**src/rtl/sdram_init_pkg.sv**
```systemverilog
package sdram_init_pkg;

    typedef enum logic [3:0] {
        ST_PWR_WAIT = 4'd0,
        ST_PRECHG   = 4'd1,
        ST_WAIT_RP  = 4'd2,
        ST_LOAD_MR  = 4'd3,
        ST_WAIT_MR  = 4'd4,
        ST_LOAD_EMR = 4'd5,
        ST_WAIT_EMR = 4'd6,
        ST_AUTOREF  = 4'd7,
        ST_WAIT_RFC = 4'd8,
        ST_READY    = 4'd9
    } init_state_e;

    // {cs_n, ras_n, cas_n, we_n}
    localparam logic [3:0] CMD_NOP   = 4'b0111;
    localparam logic [3:0] CMD_PRE   = 4'b0010;
    localparam logic [3:0] CMD_AREF  = 4'b0001;
    localparam logic [3:0] CMD_MLOAD = 4'b0000;

    function automatic int max_of4(input int a, input int b, input int c, input int d);
        int m;
        m = a;
        if (b > m) m = b;
        if (c > m) m = c;
        if (d > m) m = d;
        return m;
    endfunction

endpackage

```
**src/rtl/init_cmd_map.sv**
```systemverilog
module init_cmd_map
    import sdram_init_pkg::*;
#(
    parameter int          ADDR_W        = 13,
    parameter int          BA_W          = 2,
    parameter logic [2:0]  BURST_LEN     = 3'b010,
    parameter bit          BURST_ILV     = 1'b0,
    parameter logic [2:0]  CAS_LAT       = 3'd3,
    parameter bit          DLL_OFF       = 1'b0,
    parameter bit          DRIVE_REDUCED = 1'b0,
    parameter logic [2:0]  SELF_REF_OPT  = 3'b000
) (
    input  init_state_e         st,
    output logic [3:0]          cmd,
    output logic [ADDR_W-1:0]   addr,
    output logic [BA_W-1:0]     ba
);
    localparam logic [6:0] MR_WORD  = {CAS_LAT, BURST_ILV, BURST_LEN};
    localparam logic [4:0] EMR_WORD = {SELF_REF_OPT, DRIVE_REDUCED, DLL_OFF};
    localparam int         AP_BIT   = 10;

    always_comb begin
        cmd  = CMD_NOP;
        addr = '0;
        ba   = '0;
        unique case (st)
            ST_PRECHG: begin
                cmd          = CMD_PRE;
                addr[AP_BIT] = 1'b1;
            end
            ST_LOAD_MR: begin
                cmd        = CMD_MLOAD;
                addr[6:0]  = MR_WORD;
            end
            ST_LOAD_EMR: begin
                cmd        = CMD_MLOAD;
                addr[4:0]  = EMR_WORD;
                ba         = BA_W'(1);
            end
            ST_AUTOREF: cmd = CMD_AREF;
            default:    cmd = CMD_NOP;
        endcase
    end

endmodule

```
**src/rtl/init_refi_timer.sv**
```systemverilog
module init_refi_timer #(
    parameter int T_REFI = 780
) (
    input  logic clk,
    input  logic rst,
    input  logic arm,
    output logic req
);
    localparam int RI_W = (T_REFI > 2) ? $clog2(T_REFI) : 1;
    localparam logic [RI_W-1:0] RELOAD = RI_W'(T_REFI - 1);

    typedef struct packed {
        logic            active;
        logic [RI_W-1:0] cnt;
        logic            req;
    } refi_t;

    refi_t r_q, r_d;

    always_comb begin
        r_d     = r_q;
        r_d.req = 1'b0;
        if (arm) begin
            r_d.active = 1'b1;
            r_d.cnt    = RELOAD;
        end else if (r_q.active) begin
            if (r_q.cnt == '0) begin
                r_d.req = 1'b1;
                r_d.cnt = RELOAD;
            end else begin
                r_d.cnt = r_q.cnt - 1'b1;
            end
        end
    end

    always_ff @(posedge clk) begin
        if (rst) r_q <= '0;
        else     r_q <= r_d;
    end

    assign req = r_q.req;

    // a request needs the counter to have been armed first
    p_req_after_arm_r8: assert property (@(posedge clk) disable iff (rst)
        req |-> r_q.active);

endmodule

```
**src/rtl/sdram_init_seq.sv**
```systemverilog
module sdram_init_seq
    import sdram_init_pkg::*;
#(
    parameter int          CLK_MHZ       = 50,
    parameter int          PWRUP_US      = 100,
    parameter int          T_RP          = 3,
    parameter int          T_MRD         = 2,
    parameter int          T_RFC         = 7,
    parameter int          N_REF         = 2,
    parameter int          T_REFI        = 390,
    parameter int          ADDR_W        = 13,
    parameter int          BA_W          = 2,
    parameter logic [2:0]  BURST_LEN     = 3'b010,
    parameter bit          BURST_ILV     = 1'b0,
    parameter logic [2:0]  CAS_LAT       = 3'd3,
    parameter bit          DLL_OFF       = 1'b0,
    parameter bit          DRIVE_REDUCED = 1'b0,
    parameter logic [2:0]  SELF_REF_OPT  = 3'b000
) (
    input  logic              clk,
    input  logic              rst,
    output logic              cmd_cs_n,
    output logic              cmd_ras_n,
    output logic              cmd_cas_n,
    output logic              cmd_we_n,
    output logic [ADDR_W-1:0] dram_addr,
    output logic [BA_W-1:0]   dram_ba,
    output logic              init_done,
    output logic              refresh_req
);
    localparam int US_EFF = (PWRUP_US < 100) ? 100 : ((PWRUP_US > 200) ? 200 : PWRUP_US);
    localparam int STABLE = CLK_MHZ * US_EFF;
    localparam int N_EFF  = (N_REF < 2) ? 2 : N_REF;
    localparam int TMR_W  = $clog2(max_of4(STABLE, T_RP, T_MRD, T_RFC) + 1);
    localparam int RC_W   = $clog2(N_EFF + 1);

    localparam logic [TMR_W-1:0] LD_STABLE = TMR_W'(STABLE);
    localparam logic [TMR_W-1:0] LD_RP     = TMR_W'(T_RP - 1);
    localparam logic [TMR_W-1:0] LD_MRD    = TMR_W'(T_MRD - 1);
    localparam logic [TMR_W-1:0] LD_RFC    = TMR_W'(T_RFC - 1);
    localparam logic [RC_W-1:0]  REF_LAST  = RC_W'(N_EFF);

    typedef struct packed {
        init_state_e      st;
        logic [TMR_W-1:0] tmr;
        logic [RC_W-1:0]  refs;
    } seq_t;

    seq_t s_q, s_d;
    logic tmr_zero;
    logic arm_refi;

    assign tmr_zero = (s_q.tmr == '0);

    always_comb begin
        s_d = s_q;
        if (!tmr_zero) s_d.tmr = s_q.tmr - 1'b1;
        unique case (s_q.st)
            ST_PWR_WAIT: if (tmr_zero) s_d.st = ST_PRECHG;
            ST_PRECHG: begin
                s_d.st  = ST_WAIT_RP;
                s_d.tmr = LD_RP;
            end
            ST_WAIT_RP:  if (tmr_zero) s_d.st = ST_LOAD_MR;
            ST_LOAD_MR: begin
                s_d.st  = ST_WAIT_MR;
                s_d.tmr = LD_MRD;
            end
            ST_WAIT_MR:  if (tmr_zero) s_d.st = ST_LOAD_EMR;
            ST_LOAD_EMR: begin
                s_d.st  = ST_WAIT_EMR;
                s_d.tmr = LD_MRD;
            end
            ST_WAIT_EMR: if (tmr_zero) s_d.st = ST_AUTOREF;
            ST_AUTOREF: begin
                s_d.st   = ST_WAIT_RFC;
                s_d.tmr  = LD_RFC;
                s_d.refs = s_q.refs + 1'b1;
            end
            ST_WAIT_RFC: begin
                if (tmr_zero) begin
                    s_d.st = (s_q.refs == REF_LAST) ? ST_READY : ST_AUTOREF;
                end
            end
            ST_READY:    s_d.st = ST_READY;
            default:     s_d.st = ST_PWR_WAIT;
        endcase
    end

    always_ff @(posedge clk) begin
        if (rst) begin
            s_q.st   <= ST_PWR_WAIT;
            s_q.tmr  <= LD_STABLE;
            s_q.refs <= '0;
        end else begin
            s_q <= s_d;
        end
    end

    assign arm_refi = (s_d.st == ST_READY) && (s_q.st != ST_READY);

    logic [3:0] cmd_w;

    init_cmd_map #(
        .ADDR_W        (ADDR_W),
        .BA_W          (BA_W),
        .BURST_LEN     (BURST_LEN),
        .BURST_ILV     (BURST_ILV),
        .CAS_LAT       (CAS_LAT),
        .DLL_OFF       (DLL_OFF),
        .DRIVE_REDUCED (DRIVE_REDUCED),
        .SELF_REF_OPT  (SELF_REF_OPT)
    ) u_cmd_map (
        .st   (s_q.st),
        .cmd  (cmd_w),
        .addr (dram_addr),
        .ba   (dram_ba)
    );

    init_refi_timer #(
        .T_REFI (T_REFI)
    ) u_refi (
        .clk (clk),
        .rst (rst),
        .arm (arm_refi),
        .req (refresh_req)
    );

    assign {cmd_cs_n, cmd_ras_n, cmd_cas_n, cmd_we_n} = cmd_w;
    assign init_done = (s_q.st == ST_READY);

    // only the four legal encodings appear
    p_cmd_legal_r2: assert property (@(posedge clk) disable iff (rst)
        (cmd_w == CMD_NOP) || (cmd_w == CMD_PRE) || (cmd_w == CMD_AREF) || (cmd_w == CMD_MLOAD));

    // precharge always targets all banks
    p_pre_all_r3: assert property (@(posedge clk) disable iff (rst)
        (cmd_w == CMD_PRE) |-> dram_addr[10]);

    // every command is followed by at least one NOP
    p_cmd_then_nop_r6: assert property (@(posedge clk) disable iff (rst)
        (cmd_w != CMD_NOP) |=> (cmd_w == CMD_NOP));

    // refresh tally never exceeds the configured count
    p_refs_bound_r6: assert property (@(posedge clk) disable iff (rst)
        s_q.refs <= REF_LAST);

    // done is sticky and the bus is quiet afterwards
    p_done_holds_r7: assert property (@(posedge clk) disable iff (rst)
        init_done |=> init_done);
    p_done_quiet_r7: assert property (@(posedge clk) disable iff (rst)
        init_done |-> (cmd_w == CMD_NOP));

    // requests are single pulses and only after done
    p_req_needs_done_r8: assert property (@(posedge clk) disable iff (rst)
        refresh_req |-> init_done);
    p_req_pulse_r8: assert property (@(posedge clk) disable iff (rst)
        refresh_req |=> !refresh_req);

endmodule

```
**config.mk**
```make
export PLATFORM = sky130hd
export DESIGN_NAME = sdram_init_seq
export DESIGN_NICKNAME = d
export VERILOG_FILES = /design/src/rtl/sdram_init_pkg.sv /design/src/rtl/init_cmd_map.sv /design/src/rtl/init_refi_timer.sv /design/src/rtl/sdram_init_seq.sv
export SDC_FILE = /design/constraint.sdc
export NUM_CORES = 1
export LEC_CHECK = 0
export BUFFER_PORTS_ARGS = -buffer_cell sky130_fd_sc_hd__buf_4
export CAP_MARGIN = 20
export CORE_ASPECT_RATIO = 0.75
export CORE_MARGIN = 1.5
export CORE_UTILIZATION = 35
export CTS_CLUSTER_SIZE = 16
export DETAILED_ROUTE_END_ITERATION = 7
export GPL_ROUTABILITY_DRIVEN = 0
export PLACE_DENSITY = 0.57
export SLEW_MARGIN = 20
export SYNTH_ARGS = -nofsm -noshare
export SYNTH_HDL_FRONTEND = slang
export SYNTH_HIERARCHICAL = 1
export SYNTH_SLANG_ARGS = --single-unit
```
**constraint.sdc**
```tcl
create_clock -name clk -period 3.05 [get_ports clk]
set_input_delay 0.61 -clock clk [delete_from_list [all_inputs] [get_ports clk]]
set_output_delay 0.61 -clock clk [all_outputs]
set_load 0.005 [all_outputs]
```
; ---- Word-level counts from Yosys, hierarchy flattened
; Index checks and enable logic that the tools add are counted.
[classes]
n_addsub = 3
eq_ne = 13
muxes = 18
bitwise_logic = 1
n_reduce_logical = 8
[op_table]
columns = operator, n
row1 = $pmux W4 S10, 1
row2 = $pmux W13 S3, 1
row3 = $mux W4, 6
row4 = $mux W9, 2
row5 = $eq A4 B3 Y1 const B, 4
row6 = $logic_not A13 Y1, 1
row7 = $mux W13, 1
row8 = $sub A13 B1 Y13 const B, 1
row9 = $eq A4 B4 Y1 const B, 3
row10 = $mux W10, 1
row11 = $logic_not A9 Y1, 1
row12 = $pmux W3 S3, 1
row13 = $sub A9 B1 Y9 const B, 1
row14 = $eq A4 B2 Y1 const B, 2
row15 = $mux W5, 1
row16 = $eq A4 B1 Y1 const B, 1
row17 = $logic_not A4 Y1, 1
row18 = $mux W1, 4
row19 = $ne A4 B2 Y1 const B, 1
row20 = $ne A4 B4 Y1 const B, 1
row21 = $reduce_or A2 Y1, 2
row22 = $reduce_or A3 Y1, 1
row23 = $add A2 B1 Y2 const B, 1
row24 = $eq A2 B2 Y1 const B, 1
row25 = 3 further kinds, 3
[totals]
regBits = 30
out_inout_bits = 21
wordCells = 50

; ---- Longest topological paths before layout
; Gate-level depths: netlist (run 1).
[logic_depth]
ltp_word = 7
ltp_mapped = 9

; ---- Cells and area by module
; Netlist (run 1), hierarchy kept.
[modules_own_cells]
columns = module, n_inst, cells_each, area_per_inst_um2, seq_area_each_um2
row1 = sdram_init_seq, 1, 121, 1022.2, 380.4
row2 = init_refi_timer, 1, 58, 534.3, 220.2
row3 = init_cmd_map, 1, 20, 161.4, 0.0

; ---- Least setup slack after synthesis (run 1)
; No wires, ideal clock.
[synth_path]
kind = reg2reg
from = register s_q[2] (netlist bit)
to = register u_refi/r_q[8] (netlist bit)
setup_time_ps = 74
arrival_time_ps = 2628
required_time_ps = 2976
path_slack_ps = 347
path_stages_with_launch = 10
path_buffers = 1
period_less_slack_ps = 2703
path_cell_list = dfxtp_1 -> inv_1 -> ha_1 -> nor3b_1 -> nand4_1 -> buf_2 -> nor4_1 -> o21bai_1 -> or4_1 -> a31oi_1
[synth_between]
elab_chain_cells = 6
[synth_rtl]
columns = element, line
row1 = from (decl), sdram_init_seq.sv:49  ; seq_t s_q, s_d;
row2 = $logic_not A13 Y1 (*), sdram_init_seq.sv:53  ; assign tmr_zero = (s_q.tmr == '0);
row3 = $mux W4 (on tied branches), --
row4 = $pmux W4 S10 (*), sdram_init_seq.sv:58  ; unique case (s_q.st)
row5 = $eq A4 B4 Y1 (*), sdram_init_seq.sv:100  ; assign arm_refi = (s_d.st == ST_READY) && (s_q.st != ST_READY);
row6 = $logic_and A1 B1 Y1 (*), sdram_init_seq.sv:100
row7 = via arm_refi, sdram_init_seq.sv:51  ; logic arm_refi;
row8 = $mux W9 or $reduce_bool A2 Y1 (tied branches), --
row9 = to (signal assigned), init_refi_timer.sv:38  ; else r_q <= r_d;
row10 = to (decl), init_refi_timer.sv:18  ; refi_t r_q, r_d;
; The timed path passes the listed nets; every way through them passes the cells marked *.
; A chain may end at the register's enable or synchronous reset.

; ---- Worst setup path in the final report (run 1)
; Ends and elaborated chain as after synthesis.

==> results of run 1 <==
-- placed cells by master (no fill, tap or decap), types with 4 or more instances in the layout --
cell type / synthesis / layout
conb_1: 1 / 11
or4_1: 5 / 5
a31oi_1: 6 / 6
o31ai_1: 4 / 4
nor3_1: 4 / 4
nand2b_1: 4 / 4
inv_1: 11 / 11
xnor2_1: 5 / 5
dfxtp_1: 30 / 30
a21oi_1: 10 / 10
nor2_1: 16 / 16
buf_4: 13 / 13
or2_2: 4 / 4
ha_1: 4 / 4
clkbuf_8: 0 / 6
or3_1: 7 / 7
nand2_1: 9 / 9
nand3_1: 10 / 10
-- flip-flops by register name, summed over array words and instances, names as in the netlist --
register    cells
u_refi/req      1
u_refi/r_q     10
s_q            19
-- worst max-delay path: stages, from the launching register on --
cell	delay, ns
dfxtp_1	0.31
inv_1	0.08
ha_1	0.25
nor3b_1	0.48
nand4_1	0.20
nor4_1	0.21
buf_4	0.18
o21bai_1	0.10
or4_1	0.48
a31oi_1	0.16
-- final cells by class --
class / count / share of cell area
Multi-Input combinational cell: 148 / 0.523
Inverter: 11 / 0.0218
Clock buffer: 7 / 0.0457
Tap cell: 57 / 0.0377
Timing Repair Buffer: 13 / 0.0516
Clock inverter: 1 / 0.00265
Sequential cell: 30 / 0.318
-- worst max-delay path by stage --
stage,slack (ns),cells after the start,from,to
after floorplan,0.35,9,s_q[2]$_SDFFE_PP0P_,u_refi/r_q[8]$_SDFFE_PP0P_
after global placement,0.63,9,s_q[2]$_SDFFE_PP0P_,u_refi/r_q[8]$_SDFFE_PP0P_
after detailed placement,0.55,9,s_q[2]$_SDFFE_PP0P_,u_refi/r_q[8]$_SDFFE_PP0P_
after CTS,0.55,9,s_q[2]$_SDFFE_PP0P_,u_refi/r_q[8]$_SDFFE_PP0P_
after global routing,0.29,9,s_q[2]$_SDFFE_PP0P_,u_refi/r_q[8]$_SDFFE_PP0P_
final,0.53,9,s_q[2]$_SDFFE_PP0P_,u_refi/r_q[8]$_SDFFE_PP0P_
-- metrics by stage --
stage	util	hold WS (ns)
final	0.411	0.506
after global placement	0.391	0.487
after detailed placement	0.391	0.495
after global routing	0.411	0.520
after CTS	0.411	0.506
after floorplan	-	0.458
-- per-layer routing --
| layer | part of all wire | wire (um) | track usage |
|---|---|---|---|
| met5 | 0 | 0 | 0 |
| met2 | 0.40 | 1370 | 0.185 |
| met3 | 0.057 | 194 | 0.0446 |
| met1 | 0.52 | 1790 | 0.197 |
| met4 | 0.020 | 67 | 0.0738 |
-- logic make-up after synthesis --
family	Yosys count	synth area share
DFF	30	0.350
buffers and inverters	31	0.0969
adders and majority gates	4	0.0291
and+or+nand+nor	80	0.289
AOI/OAI and AO/OA	45	0.192
muxes	1	0.00583
xor gates and xnor gates	7	0.0357
other	1	0.00218
-- power by group through the flow --
| stage | registers [mW] | logic [mW] | clock network, mW |
|---|---|---|---|
| after floorplan | 0.425 | 0.0674 | 0 |
| after CTS | 0.420 | 0.0707 | 0.344 |
| after global routing | 0.422 | 0.0785 | 0.364 |
| after global placement | 0.428 | 0.0706 | 0 |
| after detailed placement | 0.428 | 0.0700 | 0 |
| final | 0.420 | 0.0706 | 0.334 |
==> metrics.txt, run 1 <==
pre-CTS WS=0.551 ns; Sink Count=30; Clock Tree Buf Depth=2; Initial Util=0.374; DRC violations left=0; most frequent cells after synthesis=dfxtp_1, nor2_1, buf_4; WS Path Type=reg -> reg; final setup margin=0.528 ns; DR WL/cell=around 13 um; count leader, synth=dfxtp_1; Final nets=between 200 and 250; setup violators final=0; Tightest Pin Transition=0.701 ns; die height=63.7 um; vias per cell=5.37; GRT Total Usage=0.139; DIE AREA=5340 sq um; largest net degree at the start of global routing=21; Synth Cell Area=approximately 1700 sq um; Setup Fix Bufs, Post-CTS=0; crit path time final=2.52 ns; Max Clk Rate=397 MHz; multi-input logic area=988 sq um; Core Area=between 4000 and 5000 sq um; Yosys cell types=53; total power draw=0.825 mW; Sequential Area=601 sq um; # hold bufs at CTS=0; initial antenna violation count=0; Synth Flop Type=dfxtp_1; Comb power frac=0.086; Hold Startpoint=s_q[1]$_SDFFE_PP0P_; Worst EP required=3.27 ns; Layout fillers=463; via count=~1,400; Reg2Reg Depth=9; fin area=~1900 sq um; Post-synth EDFFs=0; Psw=~0.21 mW; ANT cells=0; VDD IR max=0.180 mV; setup TNS=0 ns; post-CTS sizing=0; Yosys top cell by area=dfxtp_1; Mapped Avg Cell Area=8.63 sq um; port bufs=11; Clock transition at path regs=0.07 ns; Internal Power=0.616 mW; Min-Delay Endpoint=s_q[1]$_SDFFE_PP0P_; WL final=about 3400 um; CTS Root Cell=clkbuf_8; FF-to-FF setup slack=0.53 ns; drt initial violations=56; switching portion of total power=0.253; share of cells above drive strength 1=0.195; post-detailed-route count of antenna-violating nets=0; io pins=23; vias in the first global route=1,238; period utilization=0.827; Yosys Warn Count=6; first-pass GRT wire length=~6000 um; Final Hold Fails=0; cts bufs inserted=5; grt ovf=0; Critical Path Source Type=flop; PwrDens=~440 nW/um^2; Max Clock Skew=around 0.0097 ns; die span in x=~84 um; Worst Hold Class=reg -> reg; dpl cells=259; register bit total from synthesis=30; Async SR Flop Fraction=0; CTS tree=yes; CP endpoint kind=flop; Max Slew Vio Count=0; H-tree depth=2; Placed Instance Area=between 1500 and 2000 sq um; RR Startpoint=s_q[2]$_SDFFE_PP0P_; crit path DAT=2.74 ns; hold path cells=2; clock network power share=0.405; Seq/Total Area, Yosys=0.350; Worst slew margin=0.532; Post-Syn Instances=199; register share of total power=0.509; area grow syn2layout=10.1%; Synth area leaders=dfxtp_1, buf_4, nor2_1, a21oi_1, ha_1; total number of placement rows=21; HPWL after DPL=2450 um; unrepaired setup endpoints after global routing=no; Finished Layout Cells=between 200 and 300; DR pass1 iterations=4; worst-path maximum fanout=6; Max Cap Violations=0; reg2reg end=u_refi/r_q[8]$_SDFFE_PP0P_; Synth top area share=0.350; outcome=complete, no violations; clk_lat worst skew=0.29 ns; Pleak=about 0.74 nW
No activity file was read; power rests on OpenSTA's default activity.
==> inputs of run 2 (changes only) <==
PLACE_DENSITY = 0.59   (was 0.57)
clock period = 2.3 ns   (was 3.05 ns; I/O delays follow)
==> run 2 against run 1 <==
Compared with the run above:
- cell count is 2.2% higher
- first-iteration DRC count up 71%
- setup slack lost 0.25 ns
- wire length rose by 2.2%
- sequential power grew 33%
- global-route usage increased by 0.095 points
- via count is 1.1% higher
- core utilization grew 1.8 points
- largest power group unchanged
==> metrics.txt, run 2 (synthesis results as in run 1) <==
Max Clock Skew=0.00636 ns (was 0.00973 ns); first-pass GRT wire length=6070 um (was 5880 um); commonest non-fill, non-tap cell in the layout=dfxtp_1 (unchanged); Critical path origin=s_q[12]$_SDFFE_PP0P_ (was s_q[2]$_SDFFE_PP0P_); Max Slew Vio Count=0 (unchanged); Tightest Pin Transition=0.568 ns (was 0.701 ns); Slowest cell on crit path=or4_1 (was nor3b_1); Worst Hold Class=reg -> reg (unchanged); post-CTS sizing=0 (unchanged); DIE AREA=5340 sq um (unchanged); HPWL after DPL=2560 um (was 2450 um); final setup margin=0.275 ns (was 0.528 ns); worst-path maximum fanout=6 (unchanged); VDD IR max=0.253 mV (was 0.180 mV); largest net degree at the start of global routing=21 (unchanged); Core Area=4600 sq um (unchanged); Final nets=221 (was 215); grt ovf=0 (unchanged); Worst EP required=2.50 ns (was 3.27 ns); Initial Util=0.374 (unchanged); drt initial violations=96 (was 56); Final Hold Fails=0 (unchanged); DR pass1 iterations=4 (unchanged); Sink Count=30 (unchanged); setup TNS=0 ns (unchanged); vias per cell=5.31 (was 5.37); fin area=1970 sq um (was 1890 sq um); PwrDens=584 nW/um^2 (was 436 nW/um^2); Worst slew margin=0.617 (was 0.532); die height=63.7 um (unchanged); period utilization=0.880 (was 0.827); Layout fillers=466 (was 463); commonest non-fill, non-tap cells in the layout=dfxtp_1, buf_4, nor2_1 (was dfxtp_1, nor2_1, buf_4); Clock Tree Buf Depth=2 (unchanged); clk_lat worst skew=0.27 ns (was 0.29 ns); share of cells above drive strength 1=0.231 (was 0.195); io pins=23 (unchanged); ANT cells=0 (unchanged); area grow syn2layout=14.9% (was 10.1%); total number of placement rows=21 (unchanged); DRC violations left=0 (unchanged); Clock transition at path regs=0.06 ns (was 0.07 ns); cts bufs inserted=5 (unchanged); unrepaired setup endpoints after global routing=no (unchanged); Hold Startpoint=u_refi/r_q[7]$_SDFFE_PP0P_ (was s_q[1]$_SDFFE_PP0P_); RR Startpoint=s_q[12]$_SDFFE_PP0P_ (was s_q[2]$_SDFFE_PP0P_); Max Cap Violations=0 (unchanged); CTS tree=yes (unchanged); Crit path largest cell delay=0.47 ns (was 0.48 ns); CTS Root Cell=clkbuf_8 (unchanged); Max Clk Rate=494 MHz (was 397 MHz); Biggest register=s_q (unchanged); pre-CTS WS=0.276 ns (was 0.551 ns); DR WL/cell=12.8 um (about the same); crit path time final=2.02 ns (was 2.52 ns); Critical Path Source Type=flop (unchanged); cell chain of the critical path=nor3_1 -> nand4_1 -> nor4_4 -> o21bai_1 -> or4_1 -> a31oi_1 (was inv_1 -> ha_1 -> nor3b_1 -> nand4_1 -> nor4_1 -> buf_4 -> o21bai_1 -> or4_1 -> a31oi_1); Setup Fix Bufs, Post-CTS=0 (unchanged); GRT Total Usage=0.140 (was 0.139); WS Path Type=reg -> reg (unchanged); setup violators final=0 (unchanged); CP endpoint kind=flop (unchanged); vias in the first global route=1,286 (was 1,238); Placed Instance Area=1860 sq um (was 1800 sq um); # hold bufs at CTS=0 (unchanged); H-tree depth=2 (unchanged); initial antenna violation count=0 (unchanged); Largest register FFs=19 (unchanged); die span in x=83.9 um (unchanged); post-detailed-route count of antenna-violating nets=0 (unchanged); outcome=complete, no violations (unchanged); via count=1,450 (was 1,434); crit path DAT=2.23 ns (was 2.74 ns); Pleak=0.783 nW (was 0.742 nW); port bufs=11 (unchanged); WL final=3490 um (was 3420 um); Hold Slack=0.508 ns (was 0.506 ns)
run 2: cell types whose count changed in the layout (fill, tap and decap cells not counted), sizes merged:
cell / change
buf: +6
clkbuf: +1
clkinv: -1
run 2: per-layer routing:
metal / part of all wire / track usage / wire length (um) / vias up
met3: 0.060 / 0.0498 / 209 / 2
met5: 0 / 0 / 0 / -
met2: 0.40 / 0.190 / 1390 / 41
met1: 0.54 / 0.207 / 1870 / 669
li1: - / - / - / 738
met4: 0.0063 / 0.0389 / 22 / 0
run 2: path summary, 6_finish.rpt:
path                                end  slack (ns)  depth (start not counted)
max          u_refi/r_q[8]$_SDFFE_PP0P_        0.28                          6
min          u_refi/r_q[7]$_SDFFE_PP0P_        0.51                          2
max reg2reg  u_refi/r_q[8]$_SDFFE_PP0P_        0.28                          6
min reg2reg  u_refi/r_q[7]$_SDFFE_PP0P_        0.51                          2
run 2: per-stage QoR:
| step | util | std cells | power, mW |
|---|---|---|---|
| 2_1_floorplan | - | 209 | 0.654 |
| 3_3_place_gp | 0.405 | 265 | 0.671 |
| 3_5_place_dp | 0.405 | 265 | 0.672 |
| 4_1_cts | 0.429 | 273 | 1.16 |
| 5_1_grt | 0.429 | 273 | 1.20 |
| 6_report | 0.429 | 273 | 1.15 |
run 2: critical path: cells and delay by family (launching register included):
| kind | cells | cell delay, ns |
|---|---|---|
| AND/OR/NAND/NOR | 4 | 1.31 |
| AO/OA/AOI/OAI | 2 | 0.29 |
| flip-flops | 1 | 0.34 |
run 2: final cells by class:
type                       instances  area (sq um)  share of cell area
clock buffer                       8           110              0.0558
inverter                          11          41.3              0.0209
multi-input combinational        148          1010               0.511
sequential                        30           601               0.304
tap                               57          71.3              0.0361
timing repair buffer              19           143              0.0722
run 2: where the power goes:
group / total [mW] / switching, mW / internal (mW)
clock network: 0.491 / 0.189 / 0.302
logic: 0.103 / 0.0546 / 0.0482
registers: 0.559 / 0.0231 / 0.536
